===== src/rtl/irc_pkg.sv =====
package irc_pkg;
  localparam logic [3:0] RA_ENABLE = 4'd0;
  localparam logic [3:0] RA_CONFIG = 4'd1;
  localparam logic [3:0] RA_BUSY   = 4'd2;
  localparam logic [3:0] RA_COUNT  = 4'd3;
  localparam logic [3:0] RA_DATA   = 4'd4;
  localparam logic [3:0] RA_MASK   = 4'd5;
  localparam logic [3:0] RA_STATUS = 4'd6;
  localparam logic [3:0] RA_CLEAR  = 4'd7;
  localparam logic [3:0] RA_START  = 4'd8;

  localparam int WIDTH_BITS = 16;
  localparam int WORD_BITS  = 2 * WIDTH_BITS;
  localparam int DIV_BITS   = 7;
  localparam int UNIT_TICKS = 10;

  localparam logic [31:0] CFG_RESET = 32'h3E80_0080;

  localparam int SB_RCV = 0;
  localparam int SB_TMO = 1;
  localparam int SB_OVF = 2;

  typedef enum logic [1:0] {PH_IDLE, PH_PULSE, PH_SPACE} phase_e;
endpackage


===== src/rtl/irc_tick.sv =====
module irc_tick import irc_pkg::*; #(
  parameter int PW = DIV_BITS,
  parameter int UNITS = UNIT_TICKS
) (
  input  logic          clk,
  input  logic          rst_n,
  input  logic          clr,
  input  logic [PW-1:0] div,
  output logic          unit
);
  localparam int DW = $clog2(UNITS);
  localparam logic [DW-1:0] DEC_LAST = DW'(UNITS - 1);

  logic [PW-1:0] pre_q;
  logic [DW-1:0] dec_q;
  logic          us_tick;

  assign us_tick = (pre_q == div);
  assign unit    = us_tick && (dec_q == DEC_LAST);

  always_ff @(posedge clk or negedge rst_n) begin
    if (!rst_n) begin
      pre_q <= '0;
      dec_q <= '0;
    end else if (clr) begin
      pre_q <= '0;
      dec_q <= '0;
    end else if (us_tick) begin
      pre_q <= '0;
      dec_q <= (dec_q == DEC_LAST) ? '0 : dec_q + 1'b1;
    end else begin
      pre_q <= pre_q + 1'b1;
    end
  end
endmodule


===== src/rtl/irc_meter.sv =====
module irc_meter import irc_pkg::*; #(
  parameter int CW = WIDTH_BITS
) (
  input  logic          clk,
  input  logic          rst_n,
  input  logic          run,
  input  logic          pol,
  input  logic          ir_raw,
  input  logic [CW-1:0] max_w,
  input  logic          unit,
  output logic          tick_clr,
  output logic          push,
  output logic [2*CW-1:0] word,
  output logic          tmo
);
  localparam logic [CW-1:0] SAT = '1;

  logic [1:0]    sync_q;
  logic          lvl_q;
  logic          act_now, act_was, rise, fall, hit;
  logic [CW:0]   total;
  logic [CW-1:0] p_w, s_w;
  phase_e        ph_q;

  always_ff @(posedge clk or negedge rst_n) begin
    if (!rst_n) begin
      sync_q <= '0;
      lvl_q  <= 1'b0;
    end else begin
      sync_q <= {sync_q[0], ir_raw};
      lvl_q  <= sync_q[1];
    end
  end

  assign act_now = sync_q[1] ^ pol;
  assign act_was = lvl_q ^ pol;
  assign rise    = act_now && !act_was;
  assign fall    = !act_now && act_was;
  assign total   = {1'b0, p_w} + {1'b0, s_w};
  assign hit     = total >= {1'b0, max_w};

  always_ff @(posedge clk or negedge rst_n) begin
    if (!rst_n) begin
      ph_q <= PH_IDLE;
      p_w  <= '0;
      s_w  <= '0;
    end else if (!run) begin
      ph_q <= PH_IDLE;
      p_w  <= '0;
      s_w  <= '0;
    end else begin
      case (ph_q)
        PH_IDLE: if (rise) begin
          ph_q <= PH_PULSE;
          p_w  <= '0;
          s_w  <= '0;
        end
        PH_PULSE: if (fall) begin
          ph_q <= PH_SPACE;
          s_w  <= '0;
        end else if (unit && p_w != SAT) begin
          p_w <= p_w + 1'b1;
        end
        PH_SPACE: if (rise) begin
          ph_q <= PH_PULSE;
          p_w  <= '0;
          s_w  <= '0;
        end else if (hit) begin
          ph_q <= PH_IDLE;
        end else if (unit && s_w != SAT) begin
          s_w <= s_w + 1'b1;
        end
        default: ph_q <= PH_IDLE;
      endcase
    end
  end

  assign push     = run && (ph_q == PH_SPACE) && (rise || hit);
  assign tmo      = run && (ph_q == PH_SPACE) && !rise && hit;
  assign word     = {s_w, p_w};
  assign tick_clr = !run || (ph_q == PH_IDLE) || rise || fall;
endmodule


===== src/rtl/irc_fifo.sv =====
module irc_fifo #(
  parameter int W = 32,
  parameter int DEPTH = 64
) (
  input  logic         clk,
  input  logic         rst_n,
  input  logic         in_valid,
  output logic         in_ready,
  input  logic [W-1:0] in_data,
  output logic         out_valid,
  input  logic         out_ready,
  output logic [W-1:0] out_data,
  output logic [$clog2(DEPTH+1)-1:0] fill
);
  localparam int AW = (DEPTH > 1) ? $clog2(DEPTH) : 1;
  localparam int CNTW = $clog2(DEPTH + 1);
  localparam logic [AW-1:0] LAST = AW'(DEPTH - 1);

  logic [W-1:0]  mem [DEPTH];
  logic [AW-1:0] wp_q, rp_q;
  logic          do_wr, do_rd;

  function automatic logic [AW-1:0] step(input logic [AW-1:0] p);
    return (p == LAST) ? '0 : p + 1'b1;
  endfunction

  assign in_ready  = (fill != CNTW'(DEPTH));
  assign out_valid = (fill != '0);
  assign out_data  = mem[rp_q];
  assign do_wr     = in_valid && in_ready;
  assign do_rd     = out_valid && out_ready;

  always_ff @(posedge clk) begin
    if (do_wr) mem[wp_q] <= in_data;
  end

  always_ff @(posedge clk or negedge rst_n) begin
    if (!rst_n) begin
      wp_q <= '0;
      rp_q <= '0;
      fill <= '0;
    end else begin
      if (do_wr) wp_q <= step(wp_q);
      if (do_rd) rp_q <= step(rp_q);
      case ({do_wr, do_rd})
        2'b10:   fill <= fill + 1'b1;
        2'b01:   fill <= fill - 1'b1;
        default: fill <= fill;
      endcase
    end
  end
endmodule


===== src/rtl/ir_symbol_capture.sv =====
module ir_symbol_capture import irc_pkg::*; #(
  parameter int DEPTH = 64,
  parameter int BUSY_CYCLES = 8
) (
  input  logic        clk,
  input  logic        rst_n,
  input  logic        ir_in,
  input  logic        reg_wr,
  input  logic        reg_rd,
  input  logic [3:0]  reg_addr,
  input  logic [31:0] reg_wdata,
  output logic [31:0] reg_rdata,
  output logic        irq
);
  localparam int CNTW = $clog2(DEPTH + 1);
  localparam int BW   = $clog2(BUSY_CYCLES + 1);

  logic          en_q, running_q;
  logic [BW-1:0] busy_cnt;
  logic [31:0]   cfg_q;
  logic [2:0]    mask_q, sts, sts_set, sts_clr;
  logic          run, unit, tick_clr, push, tmo_evt, in_ready;
  logic          pop, out_valid;
  logic [WORD_BITS-1:0] word, out_data;
  logic [CNTW-1:0] fill;
  logic          wr_cfg, wr_start;

  assign run      = running_q && cfg_q[7];
  assign wr_cfg   = reg_wr && reg_addr == RA_CONFIG && busy_cnt == '0;
  assign wr_start = reg_wr && reg_addr == RA_START && busy_cnt == '0 && en_q;
  assign pop      = reg_rd && reg_addr == RA_DATA;

  irc_tick u_tick (
    .clk(clk), .rst_n(rst_n), .clr(tick_clr),
    .div(cfg_q[DIV_BITS-1:0]), .unit(unit)
  );

  irc_meter u_meter (
    .clk(clk), .rst_n(rst_n), .run(run), .pol(cfg_q[15:14] == 2'b01),
    .ir_raw(ir_in), .max_w(cfg_q[31:16]), .unit(unit),
    .tick_clr(tick_clr), .push(push), .word(word), .tmo(tmo_evt)
  );

  irc_fifo #(.W(WORD_BITS), .DEPTH(DEPTH)) u_fifo (
    .clk(clk), .rst_n(rst_n),
    .in_valid(push), .in_ready(in_ready), .in_data(word),
    .out_valid(out_valid), .out_ready(pop), .out_data(out_data),
    .fill(fill)
  );

  always_comb begin
    sts_set = '0;
    sts_set[SB_RCV] = push && in_ready && (32'(fill) >= 32'(cfg_q[13:8]));
    sts_set[SB_TMO] = tmo_evt;
    sts_set[SB_OVF] = push && !in_ready;
    sts_clr = (reg_wr && reg_addr == RA_CLEAR) ? reg_wdata[18:16] : 3'b000;
  end

  always_ff @(posedge clk or negedge rst_n) begin
    if (!rst_n) begin
      en_q      <= 1'b0;
      running_q <= 1'b0;
      busy_cnt  <= '0;
      cfg_q     <= CFG_RESET;
      mask_q    <= 3'b111;
      sts       <= '0;
    end else begin
      sts <= (sts & ~sts_clr) | sts_set;
      if (reg_wr && reg_addr == RA_ENABLE) begin
        en_q <= reg_wdata[0];
        busy_cnt <= reg_wdata[0] ? BW'(BUSY_CYCLES) : '0;
        if (!reg_wdata[0]) running_q <= 1'b0;
      end else if (busy_cnt != '0) begin
        busy_cnt <= busy_cnt - 1'b1;
      end
      if (wr_cfg) cfg_q <= reg_wdata;
      if (wr_start) running_q <= 1'b1;
      if (reg_wr && reg_addr == RA_MASK) mask_q <= reg_wdata[2:0];
    end
  end

  always_comb begin
    case (reg_addr)
      RA_ENABLE: reg_rdata = {31'b0, en_q};
      RA_CONFIG: reg_rdata = cfg_q;
      RA_BUSY:   reg_rdata = 32'(busy_cnt);
      RA_COUNT:  reg_rdata = 32'(fill);
      RA_DATA:   reg_rdata = out_valid ? out_data : 32'b0;
      RA_MASK:   reg_rdata = {29'b0, mask_q};
      RA_STATUS: reg_rdata = {5'b0, sts, 13'b0, sts & ~mask_q, 8'b0};
      default:   reg_rdata = 32'b0;
    endcase
  end

  assign irq = |(sts & ~mask_q);
endmodule


===== config.mk =====
export PLATFORM = sky130hd
export DESIGN_NAME = ir_symbol_capture
export DESIGN_NICKNAME = d
export VERILOG_FILES = /design/src/rtl/irc_pkg.sv /design/src/rtl/irc_tick.sv /design/src/rtl/irc_meter.sv /design/src/rtl/irc_fifo.sv /design/src/rtl/ir_symbol_capture.sv
export SDC_FILE = /design/constraint.sdc
export NUM_CORES = 2
export LEC_CHECK = 0
export ABC_AREA = 1
export BUFFER_PORTS_ARGS = -buffer_cell sky130_fd_sc_hd__buf_2
export CELL_PAD_IN_SITES_DETAIL_PLACEMENT = 2
export CELL_PAD_IN_SITES_GLOBAL_PLACEMENT = 2
export CORE_UTILIZATION = 35
export CTS_BUF_LIST = sky130_fd_sc_hd__clkbuf_4
export CTS_CLUSTER_DIAMETER = 80
export DETAILED_ROUTE_END_ITERATION = 12
export PLACE_DENSITY = 0.62
export SYNTH_ARGS = -nofsm -noshare
export SYNTH_HDL_FRONTEND = slang
export SYNTH_SLANG_ARGS = --single-unit
export TNS_END_PERCENT = 5

===== constraint.sdc =====
create_clock -name clk -period 13.4 [get_ports clk]
set_input_delay 2.68 -clock clk [delete_from_list [all_inputs] [get_ports clk]]
set_output_delay 2.68 -clock clk [all_outputs]
set_load 0.05 [all_outputs]

## Word level (Yosys, flattened, before mapping)

Memory sizes are Yosys's and may differ from the RTL's.
Cells that the tools add are included.
W data, S select, Z words.

| operators by class | value |
|---|---|
| $lt $le $gt $ge | 2 |
| equal/unequal tests | 31 |
| multiplexer cells | 36 |
| bitwise operators | 7 |
| reduce and logical (&&, ||, !) cells | 47 |
| $add $sub $neg | 10 |

Operator list:

| cell | count |
|---|---|
| $pmux W32 S7 | 1 |
| $mux W16 | 9 |
| $pmux W16 S3 | 1 |
| $add A16 B1 Y16 const B | 2 |
| $mux W32 | 1 |
| $ne A16 B16 Y1 const B | 2 |
| $pmux W16 S2 | 1 |
| $mux W4 | 6 |
| $logic_and A1 B1 Y1 | 23 |
| $ne A3 B3 Y1 const B | 6 |
| $add A16 B16 Y17 | 1 |
| $ge A17 B16 Y1 | 1 |
| $eq A4 B3 Y1 const B | 4 |
| $ne A4 B4 Y1 const B | 4 |
| $add A7 B1 Y7 const B | 2 |
| $mux W7 | 2 |
| $pmux W7 S2 | 1 |
| $add A6 B1 Y6 const B | 2 |
| $eq A6 B6 Y1 const B | 2 |
| $mux W6 | 2 |
| $mux W2 | 5 |
| $eq A4 B2 Y1 const B | 2 |
| $eq A4 B4 Y1 const B | 2 |
| $logic_not A4 Y1 | 2 |
| 29 further kinds | 49 |

| storage, ports and cells | value |
|---|---|
| input bits | 41 |
| RAM bits | 2048 |
| register bits after elaboration | 111 |
| memories kept | 1 |

Memory list:

| name | depth | width | read ports | clocked after Yosys merged registers in | wr ports | RTL line | text |
|---|---|---|---|---|---|---|---|
| u_fifo.mem | 64 | 32 | 1 | 0 | 1 | irc_fifo.sv:19 | `logic [W-1:0] mem [DEPTH];` |

## Longest topological paths before layout

| logic depth | value |
|---|---|
| depth in word-level cells | 9 |
| mapped depth | 34 |
| gate-level depth less buffers | 33 |

## Hierarchy

Synthesis repeated with hierarchy kept, for this count alone.

| second synthesis, totals | value |
|---|---|
| cell total of the unflattened synthesis | 9291 |
| area, all modules | 94889.8 µm² |

By module, submodules not included:

| module | sequential area each (µm²) | instances | area each (µm²) | cells an instance |
|---|---|---|---|---|
| irc_fifo | 61974.4 | 1 | 87796.7 | 8358 |
| irc_meter | 925.9 | 1 | 3564.7 | 495 |
| ir_symbol_capture | 1113.6 | 1 | 2796.4 | 350 |
| irc_tick | 275.3 | 1 | 732.0 | 88 |

## Least setup slack after synthesis

No wires, ideal clock.

| timing | value |
|---|---|
| kind | in2out |
| start point | input port reg_addr[3] |
| end point | output port reg_rdata[3] |
| arrival time | 3.965 ns |
| stages | 6 |
| path slack | 6.755 ns |
| required time | 10.720 ns |
| buffers on the path | 1 |
| cells stage by stage | nor2_1 -> inv_1 -> nor2_2 -> clkbuf_1 -> a21oi_1 -> nand2_1 |

| on the way | value |
|---|---|
| word-level cells in the longest chain between the ends | 2 |

Ends and longest elaborated chain:

| item | RTL line | text |
|---|---|---|
| from (decl) | ir_symbol_capture.sv:10 | `input logic [3:0] reg_addr,` |
| $eq A4 B3 Y1, or another cell as far along | ir_symbol_capture.sv:83 | `case (reg_addr)` |
| $pmux W32 S7 * | ir_symbol_capture.sv:83 |  |
| to (decl) | ir_symbol_capture.sv:12 | `output logic [31:0] reg_rdata,` |

Mark *: on every way between the ends. The rest lies on a longest branch, timed or not.

## Worst setup path in the final report

| timing | value |
|---|---|
| start point | register u_fifo.rp_q[1] |
| end point | output port reg_rdata[0] |

| on the way | value |
|---|---|
| word-level cells in the longest chain between the ends | 3 |

Ends and longest elaborated chain:

| item | RTL line | text |
|---|---|---|
| from (decl) | irc_fifo.sv:20 | `logic [AW-1:0] wp_q, rp_q;` |
| from (signal assigned) | irc_fifo.sv:44 | `if (do_rd) rp_q <= step(rp_q);` |
| $mem_v2 Z64 W32 | n/a |  |
| $mux W32 | ir_symbol_capture.sv:88 | `RA_DATA: reg_rdata = out_valid ? out_data : 32'b0;` |
| $pmux W32 S7 | ir_symbol_capture.sv:83 |  |

No other way between the ends.

==> out/metrics.yaml <==
worst_setup_path:
  cp_common_cell: "nand2_1"
  worst_ep_arrival_time_ns: 6.29
  reg2regPathDepth: 28
  r2r_slack_ns: 6.56
  critical_path_class: "reg -> out"
  cp_slowest_cell: "dfrtp_4"
  r2r-end: "u_fifo.fill[6]"
  critical_path_required_ns: 10.72
  r2r-start: "u_meter.s_w[3]"
  critPathMaxStageDelay_ns: 0.79
  end_kind: "output port"
  worst-path-max-fanout: 115
  path_cells: "buf_12 -> buf_4 -> buf_4 -> o21ai_0 -> o211ai_1 -> nand3_1 -> nand2_1 -> nand2_1 -> nand2_1 -> inv_1 -> nand2_1 -> nand2_1 -> nand2_1 -> buf_2"
  start_kind: "flip-flop"
timing:
  timing.final.crit_period_ns: 8.97
  hold_violations: 0
  slew-limit-headroom_pct: 18.5
  setup_viol: 0
  rsz0062_at_grt: "no"
  fmaxAchievable_ghz: 0.112
  skew_ns: 0.141
  tightest_slew_ns: 1.22
  fin_crit_sh_pct: 66.9
  slew_violations: 0
  tns_ns: 0
  fin_hold_ws_ns: 0.362
routing:
  drtIter0Drc: 4528
  drc: 0
  drtPass1Iterations: 5
  vias_per_cell: 5.47
  ant_nets: 0
  vias: 62900
  routed_wl_um: 329000
  wl_per_cell_um: 28.6
global_routing:
  grt_max_degree: 190
  gr-total-overflow: 0
  antenna_found_initial: 21
  grt_pass1_vias: 68700
  grt_usage_pct: 25.5
  grt_pass1_wl_um: 474000
run:
  maxCapViolCount: 0
placed_design:
  numPortBuffers: 73
  dp.final_hpwl_um: 180000
  gp_congestion: 0.813
  dp_cells: 10500
die:
  rows: 184
  die_x_um: 506
  io_pins: 74
  dieArea_mm2: 0.256
  initial_utilization_pct: 35.3
  dieHeight_um: 506
  core_area_mm2: 0.252
power_and_ir_drop:
  p_leak_nw: 30.5
  ir_drop_mv: 0.254
  pwr_density_cell_mw_per_mm2: 190
synth:
  synth_nets: 7419
  syn_inst: 7323
  syn_avg_cell_area_um2: 12.1
  yosys_register_bits: 2159
  yosysTopAreaCell: "edfxtp_1"
  yosysUniqueCellTypes: 52
  ys.flop_type: "edfxtp_1"
  synthesis.area_mm2: 0.0888
  async_flop_share_pct: 5.14
  synth_warnings: 0
  synth_area_leaders: "edfxtp_1, nor2_1, o21ai_0"
  yosysTopAreaCellShare_pct: 69.3
  synth_edf_count: 2048
  yosysSeqAreaShare_pct: 72.4
layout:
  layout_commonest_cell: "edfxtp_1"
  nFillCells: 26000
  drive_above_1_share_pct: 16.4
  syn2layout_area_growth_pct: 13.7
  fin_nets: 7830
  final_cell_mix: "edfxtp_1, nor2_1, o21ai_0, clkbuf_4, nand2_1"
  fin_cells: 11500
status:
  outcome: "finished, final reports clean"
min_path:
  hold_depth: 0
  min_from: "u_meter.sync_q[0]"
  holdCritPathClass: "reg -> reg"
  hold_end: "u_meter.sync_q[1]"
cts:
  clk_latency_ns: 1.43
  clk_pin_slew_ns: 0.06
  cts_setup_buffers: 0
  cts-resized-gates: 0
  cts-hold-fix-buffers: 0
  cts_sinks: 2159
  clockBufferDepth: 4
  cts_tree: "done"
  h-tree-depth: 6
  numCtsBuffers: 616
  clockRootBuffer: "clkbuf_4"
==> where the power goes <==
group	switching, mW	leakage, nW	total [mW]	internal (mW)
registers	0.116	15.6	7.45	7.33
clock network	2.88	4.62	6.32	3.45
logic	4.18	10.3	5.39	1.21
==> state kept, by name (all words and copies together), names as in the netlist, 3 cells and up <==
register	count
u_meter.p_w	16
u_fifo.mem	2048
u_meter.s_w	16
sts	3
u_tick.dec_q	4
u_fifo.wp_q	6
u_fifo.fill	7
busy_cnt	4
mask_q	3
u_fifo.rp_q	6
u_tick.pre_q	7
cfg_q	32
==> worst max-delay path by stage <==
stage          slack [ns]           start            end  cells past startpoint
6_report             4.43  u_fifo.rp_q[1]   reg_rdata[0]                     14
5_1_grt              3.97  u_fifo.rp_q[1]  reg_rdata[13]                     16
4_1_cts              4.19  u_fifo.rp_q[1]   reg_rdata[0]                     14
3_5_place_dp         5.70  u_fifo.rp_q[1]   reg_rdata[0]                     14
3_3_place_gp         5.76  u_fifo.rp_q[1]   reg_rdata[0]                     14
2_1_floorplan        6.75     reg_addr[3]   reg_rdata[3]                      6
==> through the flow <==
stage,setup WS [ns],cell area [µm²],total power [mW],util (%)
floorplan,6.75,88800,10.8,-
global placement,5.76,93100,12.9,37.0
detailed placement,5.70,93100,13.0,37.0
CTS,4.19,101000,19.4,40.1
global route,3.97,101000,20.1,40.1
finish,4.43,101000,19.2,40.1
==> kinds of logic (layout without fill, tap and decap cells) <==
family                     after synthesis  count (layout)  synth area share [%]
DFF                                   2159            2159                  72.4
other                                    0              16                     0
muxes                                   20              20                 0.240
and+or+nand+nor                       2625            2625                  11.7
buffers and inverters                  674            1477                  3.41
xor gates and xnor gates                51              51                 0.503
adders and majority gates               55              55                 0.784
AOI/OAI and AO/OA                     1739            1739                  11.0
==> final cells by class <==
type                       count  area, µm²  share of cell area (%)
multi-input combinational   4490      22000                    21.8
clock inverter               110       1000                   0.994
timing repair buffer         233       1710                    1.69
sequential                  2159      64300                    63.8
antenna                       16       40.0                  0.0397
inverter                     234        916                   0.907
tap                         3348       4190                    4.15
clock buffer                 900       6760                    6.69
==> Yosys cell counts (all sizes together), types with 10 or more instances <==
master,n
xor2,33
clkbuf,234
o22ai,200
nand4,34
inv,223
a22oi,38
clkinv,11
nor3,19
mux2i,10
a21oi,123
nor2,1511
o211ai,257
edfxtp,2048
o21ai,1101
xnor2,18
buf,206
nand2,802
nand3,243
mux2,10
ha,54
dfstp,10
dfrtp,101
==> critical path, delay by kind of cell, from the launching register on <==
family	cells	cell delay [ns]
flip-flops	1	0.79
AO/OA/AOI/OAI	2	0.44
AND/OR/NAND/NOR	7	1.33
buffers and inverters	5	2.31
==> metal layers <==
metal / vias to the layer above / global-route usage (%) / wire [µm]
met3: 533 / 3.83 / 15200
met5: - / 0 / 26
met1: 33200 / 33.4 / 144000
met4: 4 / 9.09 / 10300
met2: 1658 / 42.8 / 160000
li1: 27500 / - / -
No activity file was read; power rests on OpenSTA's default activity.
